[config.mk]
export PLATFORM = sky130hd
export DESIGN_NAME = rst_out_gen
export DESIGN_NICKNAME = d
export VERILOG_FILES = /design/src/rtl/rst_out_pkg.sv /design/src/rtl/rst_out_sync.sv /design/src/rtl/rst_out_merge.sv /design/src/rtl/rst_out_stretch.sv /design/src/rtl/rst_out_cause.sv /design/src/rtl/rst_out_gen.sv
export SDC_FILE = /design/constraint.sdc
export NUM_CORES = 1
export LEC_CHECK = 0
export BUFFER_PORTS_ARGS = -buffer_cell sky130_fd_sc_hd__buf_4
export CAP_MARGIN = 10
export CELL_PAD_IN_SITES_DETAIL_PLACEMENT = 0
export CELL_PAD_IN_SITES_GLOBAL_PLACEMENT = 2
export CORE_MARGIN = 2
export CORE_UTILIZATION = 40
export DETAILED_ROUTE_END_ITERATION = 6
export PLACE_DENSITY_LB_ADDON = 0.1
export SLEW_MARGIN = 20
export SYNTH_ARGS = -nofsm -noshare
export SYNTH_HDL_FRONTEND = slang
export SYNTH_HIERARCHICAL = 1
export SYNTH_SLANG_ARGS = --single-unit
[constraint.sdc]
create_clock -name clk -period 8.6 [get_ports clk]
set_input_delay 0.43 -clock clk [delete_from_list [all_inputs] [get_ports clk]]
set_output_delay 0.43 -clock clk [all_outputs]
set_load 0.01 [all_outputs]
[src/rtl/rst_out_pkg.sv]
package rst_out_pkg;
  localparam int NSRC    = 5;
  localparam int SRC_POR = 0;
  localparam int SRC_EXT = 1;
  localparam int SRC_WDT = 2;
  localparam int SRC_OSC = 3;
  localparam int SRC_PWR = 4;
endpackage

[src/rtl/rst_out_sync.sv]
module rst_out_sync #(
  parameter int STAGES = 2
) (
  input  logic clk,
  input  logic arst_n,
  input  logic d,
  output logic q
);
  logic [STAGES-1:0] chain;

  always_ff @(posedge clk or negedge arst_n) begin
    if (!arst_n) chain <= '0;
    else         chain <= {chain[STAGES-2:0], d};
  end

  assign q = chain[STAGES-1];
endmodule

[src/rtl/rst_out_merge.sv]
module rst_out_merge
  import rst_out_pkg::*;
#(
  parameter int CNT_W     = 17,
  parameter int LONG_CLKS = 65536,
  parameter int MC_CLKS   = 4
) (
  input  logic [NSRC-1:0]  req,
  output logic [CNT_W-1:0] dur
);
  localparam logic [CNT_W-1:0] LONG_D = CNT_W'(LONG_CLKS);
  localparam logic [CNT_W-1:0] WDT_D  = CNT_W'(2 * MC_CLKS);
  localparam logic [CNT_W-1:0] EXT_D  = CNT_W'(1);

  function automatic logic [CNT_W-1:0] len_of(input int idx);
    case (idx)
      SRC_EXT: len_of = EXT_D;
      SRC_WDT: len_of = WDT_D;
      SRC_OSC, SRC_PWR, SRC_POR: len_of = LONG_D;
      default: len_of = '0;
    endcase
  endfunction

  logic [CNT_W-1:0] cand [NSRC];

  for (genvar i = 0; i < NSRC; i++) begin : g_cand
    assign cand[i] = req[i] ? len_of(i) : '0;
  end

  always_comb begin
    dur = '0;
    for (int i = 0; i < NSRC; i++) begin
      if (cand[i] > dur) dur = cand[i];
    end
  end
endmodule

[src/rtl/rst_out_stretch.sv]
module rst_out_stretch #(
  parameter int CNT_W     = 17,
  parameter int LONG_CLKS = 65536
) (
  input  logic             clk,
  input  logic             arst_n,
  input  logic [CNT_W-1:0] load_dur,
  output logic             active
);
  logic [CNT_W-1:0] cnt;
  logic [CNT_W-1:0] dec;
  logic [CNT_W-1:0] nxt;

  always_comb begin
    dec = (cnt != '0) ? cnt - 1'b1 : '0;
    nxt = (load_dur > dec) ? load_dur : dec;
  end

  always_ff @(posedge clk or negedge arst_n) begin
    if (!arst_n) cnt <= CNT_W'(LONG_CLKS);
    else         cnt <= nxt;
  end

  assign active = (cnt != '0);
endmodule

[src/rtl/rst_out_cause.sv]
module rst_out_cause #(
  parameter int W = 5
) (
  input  logic         clk,
  input  logic         arst_n,
  input  logic [W-1:0] set,
  input  logic [W-1:0] clr,
  output logic [W-1:0] cause
);
  for (genvar i = 0; i < W; i++) begin : g_bit
    localparam logic RST_VAL = (i == 0);
    always_ff @(posedge clk or negedge arst_n) begin
      if (!arst_n)     cause[i] <= RST_VAL;
      else if (set[i]) cause[i] <= 1'b1;
      else if (clr[i]) cause[i] <= 1'b0;
    end
  end
endmodule

[src/rtl/rst_out_gen.sv]
module rst_out_gen
  import rst_out_pkg::*;
#(
  parameter int MC_CLKS     = 4,
  parameter int LONG_CLKS   = 65536,
  parameter int SYNC_STAGES = 2
) (
  input  logic            clk,
  input  logic            por_n_i,
  input  logic            ext_rst_i,
  input  logic            wdt_to_i,
  input  logic            osc_fail_i,
  input  logic            pwr_fail_i,
  input  logic [NSRC-1:0] cause_clr_i,
  output logic            rst_n_o,
  output logic [NSRC-1:0] cause_o
);
  localparam int CNT_W = $clog2(LONG_CLKS + 1);

  logic            ext_s;
  logic [NSRC-1:0] req;
  logic [CNT_W-1:0] dur;
  logic            active;

  rst_out_sync #(.STAGES(SYNC_STAGES)) u_sync (
    .clk(clk), .arst_n(por_n_i), .d(ext_rst_i), .q(ext_s)
  );

  always_comb begin
    req          = '0;
    req[SRC_EXT] = ext_s;
    req[SRC_WDT] = wdt_to_i;
    req[SRC_OSC] = osc_fail_i;
    req[SRC_PWR] = pwr_fail_i;
  end

  rst_out_merge #(.CNT_W(CNT_W), .LONG_CLKS(LONG_CLKS), .MC_CLKS(MC_CLKS)) u_merge (
    .req(req), .dur(dur)
  );

  rst_out_stretch #(.CNT_W(CNT_W), .LONG_CLKS(LONG_CLKS)) u_stretch (
    .clk(clk), .arst_n(por_n_i), .load_dur(dur), .active(active)
  );

  rst_out_cause #(.W(NSRC)) u_cause (
    .clk(clk), .arst_n(por_n_i), .set(req), .clr(cause_clr_i), .cause(cause_o)
  );

  assign rst_n_o = ~active;
endmodule

* Word level (Yosys, flattened, before mapping)
Index checks and enable logic that the tools add are counted.
** Word-level totals
- Bits in registers :: 24
- Bits of input ports :: 11
- Output and inout bits :: 6
** Cells by class
- Reductions and logical operators :: 5
- $lt $le $gt $ge :: 5
- Bitwise operators :: 1
- Add/subtract/negate cells :: 1
- Muxes and demuxes :: 18
** Operator list (number)
- two-way mux 17 bit :: 8
- greater-than comparator 17 bit :: 4
- greater-than comparator 17 x 1 -> 1 bit, second input constant :: 1
- nonzero test 17 bit :: 1
- subtractor 17 x 1 -> 17 bit, second input constant :: 1
- two-way mux 1 bit :: 9
- nonzero test 2 bit :: 4
- two-way mux 4 bit :: 1
- NOT 1 bit :: 1

* Depth between registers and ports, before layout
Gate-level depths: netlist of the first run.
- Word-level depth :: 11
- Gate-level depth with buffers :: 15
- Gate-level depth less buffers :: 13

* Modules after synthesis
Netlist of the first run, hierarchy kept.
** Modules (own cells, without submodules)
- rst_out_stretch :: instances 1, area an instance 1795.5 um^2, cells each 217
- rst_out_merge :: instances 1, area an instance 220.2 um^2, cells each 29
- rst_out_cause :: instances 1, area an instance 182.7 um^2, cells each 15
- rst_out_sync :: instances 1, area an instance 50.0 um^2, cells each 2
- rst_out_gen :: instances 1, area an instance 7.5 um^2, cells each 2

* Worst setup path after synthesis of the first run
OpenSTA, ideal clock, no wires.
- Path type :: reg-to-reg
- Start point :: reg u_stretch.cnt[3]
- End point :: reg u_stretch.cnt[3]
- Data arrival time :: 3.297 ns
- Clock period less this slack :: 3.366 ns
- Cell stages (with the launch flop) :: 15
- Path slack :: 5.234 ns
- Library setup time :: 0.069 ns
- Cells stage by stage :: dfrtp_1 or4_1 buf_6 nor3_4 buf_6 nand2_1 xor2_1 a21o_1 ha_1 nand4_1 nor3_1 a22oi_1 clkbuf_1 nand4_1 nand3_1
** On the way
- Cells in the longest elaborated chain, start to end :: 4
- Elaborated cells between the ends (all ways) :: 5
- Those cells by class :: add/sub: 1; order compare: 1; mux: 2; reduce/logical: 1
** RTL lines
- start, declared :: line rst_out_stretch.sv:10 : logic [CNT_W-1:0] cnt;
- start signal, assigned :: line rst_out_stretch.sv:20 : if (!arst_n) cnt <= CNT_W'(LONG_CLKS);
- start signal, assigned :: line rst_out_stretch.sv:21 : else cnt <= nxt;
- subtractor 17 x 1 -> 17 bit or nonzero test 17 bit (tied branches) :: line rst_out_stretch.sv:15 : dec = (cnt != '0) ? cnt - 1'b1 : '0;
- two-way mux 17 bit * :: line rst_out_stretch.sv:15
- greater-than comparator 17 bit :: line rst_out_stretch.sv:16 : nxt = (load_dur > dec) ? load_dur : dec;
- two-way mux 17 bit * :: line rst_out_stretch.sv:16
- named net u_stretch.nxt[3] :: line rst_out_stretch.sv:12 : logic [CNT_W-1:0] nxt;
Mark *: on every way through the listed nets, which the timed path passes. The rest lies on a longest branch.
A chain may end at the register's enable or synchronous reset.

* Worst setup path in the final report of the first run
- Start point :: reg u_stretch.cnt[3]
- End point :: reg u_stretch.cnt[4]
Same word-level chain as after synthesis.

==> flow_summary.json, run 1 <==
{
  "status": "finished with violations",
  "violations": "max-slew violations",
  "cp.required_ns": 8.80,
  "clk_latency_ns": 0.27,
  "gp_congestion": 0.8318,
  "start_util_pct": 41.22,
  "h-tree-depth": 1,
  "fin_ws_ns": 4.518,
  "ctsResizeCount": 0,
  "postSynthRegisterBits": 24,
  "drv_slew": 13,
  "fmax_mhz": 245.0,
  "yosysWarnings": 6,
  "die_x_um": 79.10,
  "port-buffer-count": 16,
  "period_share_pct": 47.47,
  "hold_path.class": "in -> async",
  "drt_iter0_drc": 135,
  "clk_path_buf_depth": 2,
  "synth_area_leaders": "dfrtp_1 24%, ha_1 11%, a22oi_1 5.7%, nand4_1 4.7%, buf_4 4.7%",
  "fin_skew_ns": 0.002938,
  "vias": 1947,
  "cp-end-kind": "flop",
  "vdd_drop_max_mv": 0.1391,
  "cts.sinks": 24,
  "worstPathArrival_ns": 4.29,
  "cts_setup_buffers": 0,
  "root_buffer": "clkbuf_8",
  "cap_viol_max_count": 0,
  "grt_pass1_wl_um": 9114,
  "antenna_found_initial": 0,
  "slew_headroom_pct": -0.8422,
  "path_class": "reg -> reg",
  "postRouteAntennaNets": 0,
  "fin_setup_tns_ns": 0,
  "grt_max_degree": 25,
  "rsz0062_at_grt": "no",
  "critPathTopFamily": "simple AND/OR/NAND/NOR gates",
  "rows": 27,
  "post-dp-hpwl_um": 4121,
  "cts_hold_buf": 0,
  "drt_pre_antenna_iters": 4,
  "hold_violations": 0,
  "ys_types": 52,
  "post-route-drc-count": 0,
  "drt-total-wl_um": 5359,
  "powerDensity_mw_per_mm2": 306.1,
  "track_usage_pct": 18.35,
  "synth_area_sq_mm": 0.002256,
  "grt_overflow": 0,
  "fin_nets": 309,
  "antenna_cells": 0,
  "die-area_sq_mm": 0.006257,
  "clk_pin_slew_ns": 0.08,
  "place_ws_ns": 4.174,
  "yosysSeqAreaShare_pct": 26.73,
  "synth-async-reset-ratio_pct": 100.0,
  "grt_pass1_vias": 1874,
  "synthFlopType": "dfrtp_1",
  "period_minus_slack_ns": 4.082,
  "syn_avg_cell_area_sq_um": 8.513,
  "yosys.area.top_type": "dfrtp_1",
  "worstMarginPinSlew_ns": 1.504,
  "synth_edf_count": 0,
  "cts_buffers": 3,
  "postSynthCellCount": 265,
  "cp_num_buf_inv": 1,
  "viasPerCell": 5.579,
  "crit_path_max_incr_delay_ns": 0.72,
  "setup_viol": 0,
  "die_h_um": 79.10,
  "start_kind": "flop",
  "path_max_fanout": 19,
  "core_sq_mm": 0.005473,
  "tritoncts": "yes",
  "netlist.area_leader.share_pct": 24.40,
  "cp_cell_sequence": "or4_1 -> nor3_4 -> a31oi_4 -> inv_1 -> ha_1 -> nand4_1 -> nor4_1 -> and2_1 -> a22oi_1 -> nand3_1",
  "pin_count": 17,
  "area_delta_synth_final_pct": 7.709,
  "cp_slowest_cell": "nor3_4",
  "p_leak_nw": 1.065,
  "drive_gt1_share_pct": 11.91,
  "wire_per_inst_um": 15.36,
  "fill_cells": 564
}
-- cells by family (layout without fill, tap and decap cells) --
logic type,after synthesis,count (layout),share of synthesized area (%)
xor gates and xnor gates,8,8,3.106
muxes,1,1,0.4991
AOI/OAI and AO/OA,78,78,25.96
adders and majority gates,20,20,11.09
other,2,20,0.3329
DFF,24,24,26.73
buffers and inverters,56,50,12.37
and+or+nand+nor,76,76,19.91
-- final cells by class --
type	count	area, sq um	area share, %
well taps	72	90.09	3.708
clock buffers	4	55.05	2.266
inverters	28	105.1	4.325
flip-flops and latches	24	603.1	24.82
multi-input cells	203	1441	59.32
repair buffers	18	135.1	5.561
-- worst paths after layout --
check                                 startpoint                end  slack (ns)  cells after the start
worst min register to register   u_sync/chain[0]    u_sync/chain[1]        0.36                      0
min in group clk                       ext_rst_i    u_sync/chain[0]        0.27                      1
worst min-delay path                     por_n_i  u_stretch/cnt[14]        0.04                      1
worst max register to register  u_stretch/cnt[3]   u_stretch/cnt[4]        4.52                     10
max in group asynchronous                por_n_i   u_cause/cause[0]        8.27                      1
worst max-delay path            u_stretch/cnt[3]   u_stretch/cnt[4]        4.52                     10
-- through the flow --
stage	hold slack (ns)	utilization (%)	power [mW]	area, sq um	std cells
after floorplan	0.1344	-	0.5564	2323	283
after global placement	0.3334	43.26	0.6655	2367	344
after detailed placement	0.3481	43.26	0.6559	2367	344
after CTS	0.05215	44.26	0.7332	2422	348
after global routing	0.05456	44.40	0.8204	2430	349
final	0.04151	44.40	0.7438	2430	349
-- flip-flops by register name, summed over array words and instances (netlist names) --
name,cells
u_stretch/cnt,17
u_cause/cause,5
u_sync/chain,2
-- worst reg2reg max path: cells and delay by family, from the launching register on --
family | cells | cell delay [ns]
compound gates | 2 | 0.39
fa+ha+maj | 1 | 0.16
simple gates | 6 | 2.93
buf+inv | 1 | 0.10
flops | 1 | 0.44
-- layer usage --
metal	part of all wire, %	wire length (um)	vias to the layer above	track usage [%]
met5	0	0	-	0
li1	-	-	983	-
met4	1.6	86	0	5.517
met1	49	2644	917	27.56
met2	46	2442	41	28.22
met3	3.5	186	6	1.136
-- cell usage after synthesis, types with 2 or more instances --
cell type / count
a21o_1: 12
nand2_1: 9
o31ai_1: 2
ha_1: 20
nor4_1: 4
buf_4: 14
nand4_1: 17
conb_1: 2
nand2b_1: 3
o32ai_1: 5
inv_1: 28
nor4b_1: 2
or3_1: 3
nor2_1: 6
dfstp_2: 2
buf_6: 2
o211ai_1: 12
xnor2_1: 3
a22oi_1: 17
dfrtp_1: 22
and2_1: 3
o21ai_0: 4
nand3_1: 13
nor3_1: 4
clkbuf_1: 10
nor2b_1: 2
or4_1: 2
a21oi_1: 14
xor2_1: 5
-- placed cells by master (no fill, tap or decap), types with 4 or more instances in the layout --
cell	Yosys	final
buf_4	14	17
nor3_1	4	4
ha_1	20	20
inv_1	28	28
nand2_1	9	9
o211ai_1	12	12
a21oi_1	14	14
dfrtp_1	22	22
nand3_1	13	13
a22oi_1	17	17
o32ai_1	5	5
nand4_1	17	17
nor4_1	4	4
o21ai_0	4	4
xor2_1	5	5
nor2_1	6	6
clkbuf_8	0	4
conb_1	2	20
a21o_1	12	12
-- where the power goes --
part           switching (mW)  internal (mW)  total (mW)
sequential             0.0421          0.159       0.201
clock                  0.0357         0.0409      0.0766
combinational           0.280          0.186       0.466
(Power assumes the default switching activity.)
==> run 2: changes to the inputs <==
Settings changed: CORE_UTILIZATION 40 to 37.
Clock period 8.6 ns to 4 ns, I/O delays scaled along.
==> flow_summary.json, run 2 (synthesis results as in run 1) <==
{
  "fin_skew_ns": 0.003969,
  "regToRegEndpoint": "u_stretch/cnt[12]",
  "final_area_sq_mm": 0.002517,
  "r2r_cells": 11,
  "power_switching_share_pct": 47.08,
  "grt_pass1_wl_um": 9287,
  "port-buffer-count": 16,
  "layout_common_cells": "28 x inv_1, 24 x buf_4, 22 x dfrtp_1, 20 x conb_1, 20 x ha_1",
  "period_share_pct": 91.64,
  "clk_latency_ns": 0.27,
  "viasPerCell": 5.351,
  "p_comb_share_pct": 60.7,
  "largest_register_ffs": 17,
  "area_delta_synth_final_pct": 11.59,
  "clk_pin_slew_ns": 0.10,
  "timing.rr.start": "u_stretch/cnt[3]",
  "p_total_mw": 1.677,
  "path_max_fanout": 8,
  "seq_power_share_pct": 26.1,
  "ff2ff_setup_slack_ns": 0.33,
  "powerDensity_mw_per_mm2": 666.3,
  "h-tree-depth": 1,
  "rows": 28,
  "dpl-instance-area_sq_mm": 0.002424,
  "postRouteAntennaNets": 0,
  "multi_input_area_sq_mm": 0.001454,
  "fin_setup_tns_ns": 0,
  "min_to": "u_sync/chain[0]",
  "pin_count": 17,
  "fin_nets": 316,
  "internal-power_mw": 0.8877,
  "post-dp-hpwl_um": 4227,
  "setup_viol": 0,
  "place_ws_ns": 0.2707,
  "grt_overflow": 0,
  "drt_iter0_drc": 208,
  "p_leak_nw": 1.109,
  "period_minus_slack_ns": 3.666,
  "root_buffer": "clkbuf_8",
  "finalNonFillerCells": 359,
  "top_register": "u_stretch/cnt",
  "worstPathArrival_ns": 3.81,
  "die_h_um": 82.09,
  "vias": 1921,
  "start_kind": "flop",
  "slew_headroom_pct": -10.10,
  "hold_violations": 0,
  "antenna_found_initial": 0,
  "start_util_pct": 38.10,
  "power.switching_mw": 0.7896,
  "status": "finished with violations",
  "cp-end-kind": "flop",
  "regArea_sq_um": 603.1,
  "grt_max_degree": 25,
  "cap_viol_max_count": 0,
  "post-route-drc-count": 0,
  "hp-start": "ext_rst_i",
  "drt_pre_antenna_iters": 4,
  "top_regs": "u_stretch/cnt: 17 flops, u_cause/cause: 5 flops, u_sync/chain: 2 flops",
  "whs_path_depth": 1,
  "die_x_um": 82.09,
  "wire_per_inst_um": 15.56,
  "final_common_cell": "inv_1",
  "die-area_sq_mm": 0.006738,
  "fmax_mhz": 272.8,
  "gp_congestion": 0.7542,
  "tritoncts": "yes",
  "drive_gt1_share_pct": 14.79,
  "drt-total-wl_um": 5587,
  "cp.required_ns": 4.14,
  "violations": "max-slew violations",
  "drv_slew": 13,
  "grt_use_met2_pct": 28.46,
  "path_class": "reg -> reg",
  "grt_busiest_layer": "met2",
  "fill_cells": 614,
  "fin_util_pct": 42.52,
  "clk_path_buf_depth": 2,
  "met3_usage_pct": 1.319,
  "hold_path.class": "in -> reg",
  "rsz0062_at_grt": "no",
  "dp_cells": 354,
  "worstMarginPinSlew_ns": 1.642,
  "worst_hold_slack_ns": 0.03287,
  "cts_buffers": 3,
  "antenna_cells": 0,
  "grt_pass1_vias": 1848,
  "clock_power_share_pct": 13.1,
  "track_usage_pct": 17.94,
  "vdd_drop_max_mv": 0.3090,
  "core_sq_mm": 0.005921,
  "cts.sinks": 24,
  "fin_ws_ns": 0.3343,
  "grtUsageMet1_pct": 26.86
}
run 2: area by class of cell:
| cell class | instances | share of cell area, % |
|---|---|---|
| clock buffers | 3 | 1.640 |
| repair buffers | 25 | 7.555 |
| well taps | 75 | 3.728 |
| flip-flops and latches | 24 | 23.96 |
| clock inverters | 1 | 1.193 |
| inverters | 28 | 4.175 |
| multi-input cells | 203 | 57.75 |
run 2: timing repair:
item	CTS	global route
hold endpoints to repair	22	0
setup buffers	0	0
gates resized for setup	0	3
endpoints found under the setup margin	0	17
hold buffers	1	0
run 2: power groups by stage:
stage | Combinational (mW) | Clock, mW | Sequential [mW]
2_1_floorplan | 0.782 | 0 | 0.414
3_3_place_gp | 0.991 | 0 | 0.444
3_5_place_dp | 0.981 | 0 | 0.442
4_1_cts | 0.985 | 0.227 | 0.437
5_1_grt | 1.14 | 0.237 | 0.456
6_report | 1.02 | 0.220 | 0.438
run 2: critical path, stage by stage, from the launching register on:
cell	delay (ns)
dfrtp_1	0.44
or4_1	0.71
nor3_4	0.36
nand2_1	0.11
xor2_1	0.21
a21o_1	0.11
ha_1	0.18
nand4_1	0.20
nor4_1	0.49
a22oi_1	0.18
a32oi_2	0.38
o32ai_1	0.15
run 2: worst max-delay path by stage:
stage | from | endpoint | slack (ns) | cells past startpoint
2_1_floorplan | u_stretch/cnt[3] | u_stretch/cnt[3] | 0.63 | 14
3_3_place_gp | u_stretch/cnt[3] | u_stretch/cnt[1] | 0.36 | 11
3_5_place_dp | u_stretch/cnt[3] | u_stretch/cnt[7] | 0.27 | 11
4_1_cts | u_stretch/cnt[3] | u_stretch/cnt[7] | 0.24 | 11
5_1_grt | u_stretch/cnt[3] | u_stretch/cnt[12] | 0.05 | 11
6_report | u_stretch/cnt[3] | u_stretch/cnt[12] | 0.33 | 11
run 2: metal layers:
metal / vias up / share of wire, %
li1: 1003 / -
met1: 882 / 51
met2: 34 / 45
met3: 2 / 2.8
met4: 0 / 0.48
met5: - / 0
==> run 3: changes to the inputs <==
Settings changed: ABC_AREA from default to 1, CORE_UTILIZATION 37 to 33.
==> flow_summary.json, run 3 <==
{
  "status": "finished clean",
  "cp_cell_sequence": "inv_1 -> ha_1 -> nand2_2 -> nor2_4 -> nand3_2 -> clkinv_1 -> nor2_1 -> inv_1 -> ha_1 -> nand2_2 -> nor2_4 -> nand3_1 -> nor2_1 -> nor2_1 -> nand2_4 -> nand2_4 -> nand2_1 -> nand2_1",
  "start_util_pct": 33.75,
  "area_delta_synth_final_pct": 10.63,
  "top_register": "u_stretch/cnt",
  "cts_setup_buffers": 0,
  "hold_violations": 0,
  "crit_path_max_incr_delay_ns": 0.33,
  "ctsResizeCount": 0,
  "post-dp-hpwl_um": 3768,
  "synth_area_leaders": "dfrtp_1 26%, nand2_1 18%, ha_1 12%, inv_1 9.3%, nand3_1 7.0%",
  "fmax_mhz": 347.9,
  "worstPathArrival_ns": 3.08,
  "clk_latency_ns": 0.27,
  "drt_iter0_drc": 79,
  "viasPerCell": 4.159,
  "whs_path_depth": 1,
  "postRouteAntennaNets": 0,
  "root_buffer": "clkbuf_8",
  "h-tree-depth": 1,
  "synth_area_sq_mm": 0.002131,
  "cts_buffers": 3,
  "clk_path_buf_depth": 2,
  "p_leak_nw": 1.373,
  "clk_pin_slew_ns": 0.09,
  "final_common_cell": "nand2_1",
  "vdd_drop_max_mv": 0.2362,
  "netlist.area_leader.share_pct": 25.84,
  "grt_pass1_vias": 1698,
  "core_sq_mm": 0.006314,
  "antenna_found_initial": 0,
  "pin_count": 17,
  "synthFlopType": "dfrtp_1",
  "fill_cells": 702,
  "cap_viol_max_count": 0,
  "gp_congestion": 0.7985,
  "rsz0062_at_grt": "no",
  "powerDensity_mw_per_mm2": 676.3,
  "synth_edf_count": 0,
  "synth-async-reset-ratio_pct": 100.0,
  "setup_viol": 0,
  "period_share_pct": 71.87,
  "grt_pass1_wl_um": 7659,
  "hold_path.class": "in -> reg",
  "port-buffer-count": 16,
  "layout_common_cells": "101 x nand2_1, 53 x inv_1, 38 x nor2_1, 30 x nand3_1, 22 x dfrtp_1",
  "cp_slowest_cell": "dfrtp_1",
  "cts.sinks": 24,
  "r2r_cells": 18,
  "track_usage_pct": 13.20,
  "drv_slew": 0,
  "yosysSeqAreaShare_pct": 28.30,
  "start_kind": "flop",
  "rows": 29,
  "tritoncts": "yes",
  "die_h_um": 84.36,
  "path_max_fanout": 18,
  "drive_gt1_share_pct": 10.06,
  "period_minus_slack_ns": 2.875,
  "fin_skew_ns": 0.001771,
  "top_regs": "u_stretch/cnt: 17 flops, u_cause/cause: 5 flops, u_sync/chain: 2 flops",
  "largest_register_ffs": 17,
  "grt_overflow": 0,
  "synth.most_common_cell": "nand2_1",
  "postSynthRegisterBits": 24,
  "cp-end-kind": "flop",
  "die_x_um": 84.36,
  "syn_avg_cell_area_sq_um": 6.680,
  "p_total_mw": 1.594,
  "path_class": "reg -> reg",
  "postSynthCellCount": 319,
  "yosys.area.top_type": "dfrtp_1",
  "drt_pre_antenna_iters": 4,
  "vias": 1726,
  "critPathMostFrequentCell": "nor2_1",
  "ys_types": 28,
  "cp.required_ns": 4.21,
  "antenna_cells": 0,
  "fin_nets": 370,
  "fin_setup_tns_ns": 0,
  "die-area_sq_mm": 0.007116,
  "wire_per_inst_um": 10.67,
  "grt_max_degree": 25,
  "post-route-drc-count": 0,
  "yosys-top-cells-count": "101 x nand2_1, 53 x inv_1, 38 x nor2_1, 30 x nand3_1, 22 x dfrtp_1",
  "yosysWarnings": 6,
  "drt-total-wl_um": 4426
}
-- run 3: stage by stage --
stage	util (%)	cell area (sq um)	setup WS (ns)	hold slack, ns	std cells
floorplan	-	2187	1.468	-0.09559	334
global placement	36.05	2276	1.081	0.1188	410
detailed placement	36.05	2276	1.015	0.1183	410
CTS	37.34	2357	1.080	0.03682	415
global route	37.34	2357	0.7711	0.02439	415
finish	37.34	2357	1.125	0.04003	415
-- run 3: area by class of cell --
cell class	instances	area [sq um]	area share (%)
well taps	77	96.34	4.087
repair buffers	17	130.1	5.520
clock buffers	3	41.29	1.752
multi-input cells	238	1250	53.03
inverters	55	206.4	8.758
flip-flops and latches	24	603.1	25.58
clock inverters	1	30.03	1.274
-- run 3: worst paths after layout --
check / startpoint / endpoint / slack (ns)
worst min-delay path: ext_rst_i / u_sync/chain[0] / 0.04
max in group asynchronous: por_n_i / u_stretch/cnt[16] / 3.35
worst min register to register: u_sync/chain[0] / u_sync/chain[1] / 0.36
min in group asynchronous: por_n_i / u_sync/chain[0] / 0.36
worst max register to register: u_stretch/cnt[0] / u_stretch/cnt[11] / 1.13
worst max-delay path: u_stretch/cnt[0] / u_stretch/cnt[11] / 1.13
-- run 3: report_power, final --
part	switching [mW]	internal, mW
Clock	0.0797	0.134
Sequential	0.0709	0.341
Combinational	0.626	0.343
-- run 3: cell families after synthesis --
| family | Yosys count | synth area share, % |
|---|---|---|
| other | 2 | 0.3525 |
| xor gates and xnor gates | 9 | 3.700 |
| buffers and inverters | 72 | 15.68 |
| AOI/OAI and AO/OA | 9 | 2.584 |
| DFF | 24 | 28.30 |
| adders and majority gates | 20 | 11.74 |
| and+or+nand+nor | 183 | 37.64 |
-- run 3: critical path: cells and delay by family (launching register included) --
kind	cells	cell delay, ns
adders and majority gates	2	0.53
buffers and inverters	3	0.37
DFF	1	0.33
and+or+nand+nor	13	1.57
-- run 3: repair_timing --
| action | 4_1_cts | 5_1_grt |
|---|---|---|
| setup endpoints to repair | 0 | 0 |
| hold buffers | 1 | 0 |
| endpoints found under the hold margin | 22 | 0 |
-- run 3: layer usage --
layer  global-route usage (%)  wire length (um)  vias up
met5                        0                 0        -
met4                    3.030                27        0
met3                    1.180               143        2
met2                    22.87              1948       24
met1                    17.90              2306      725
li1                         -                 -      975
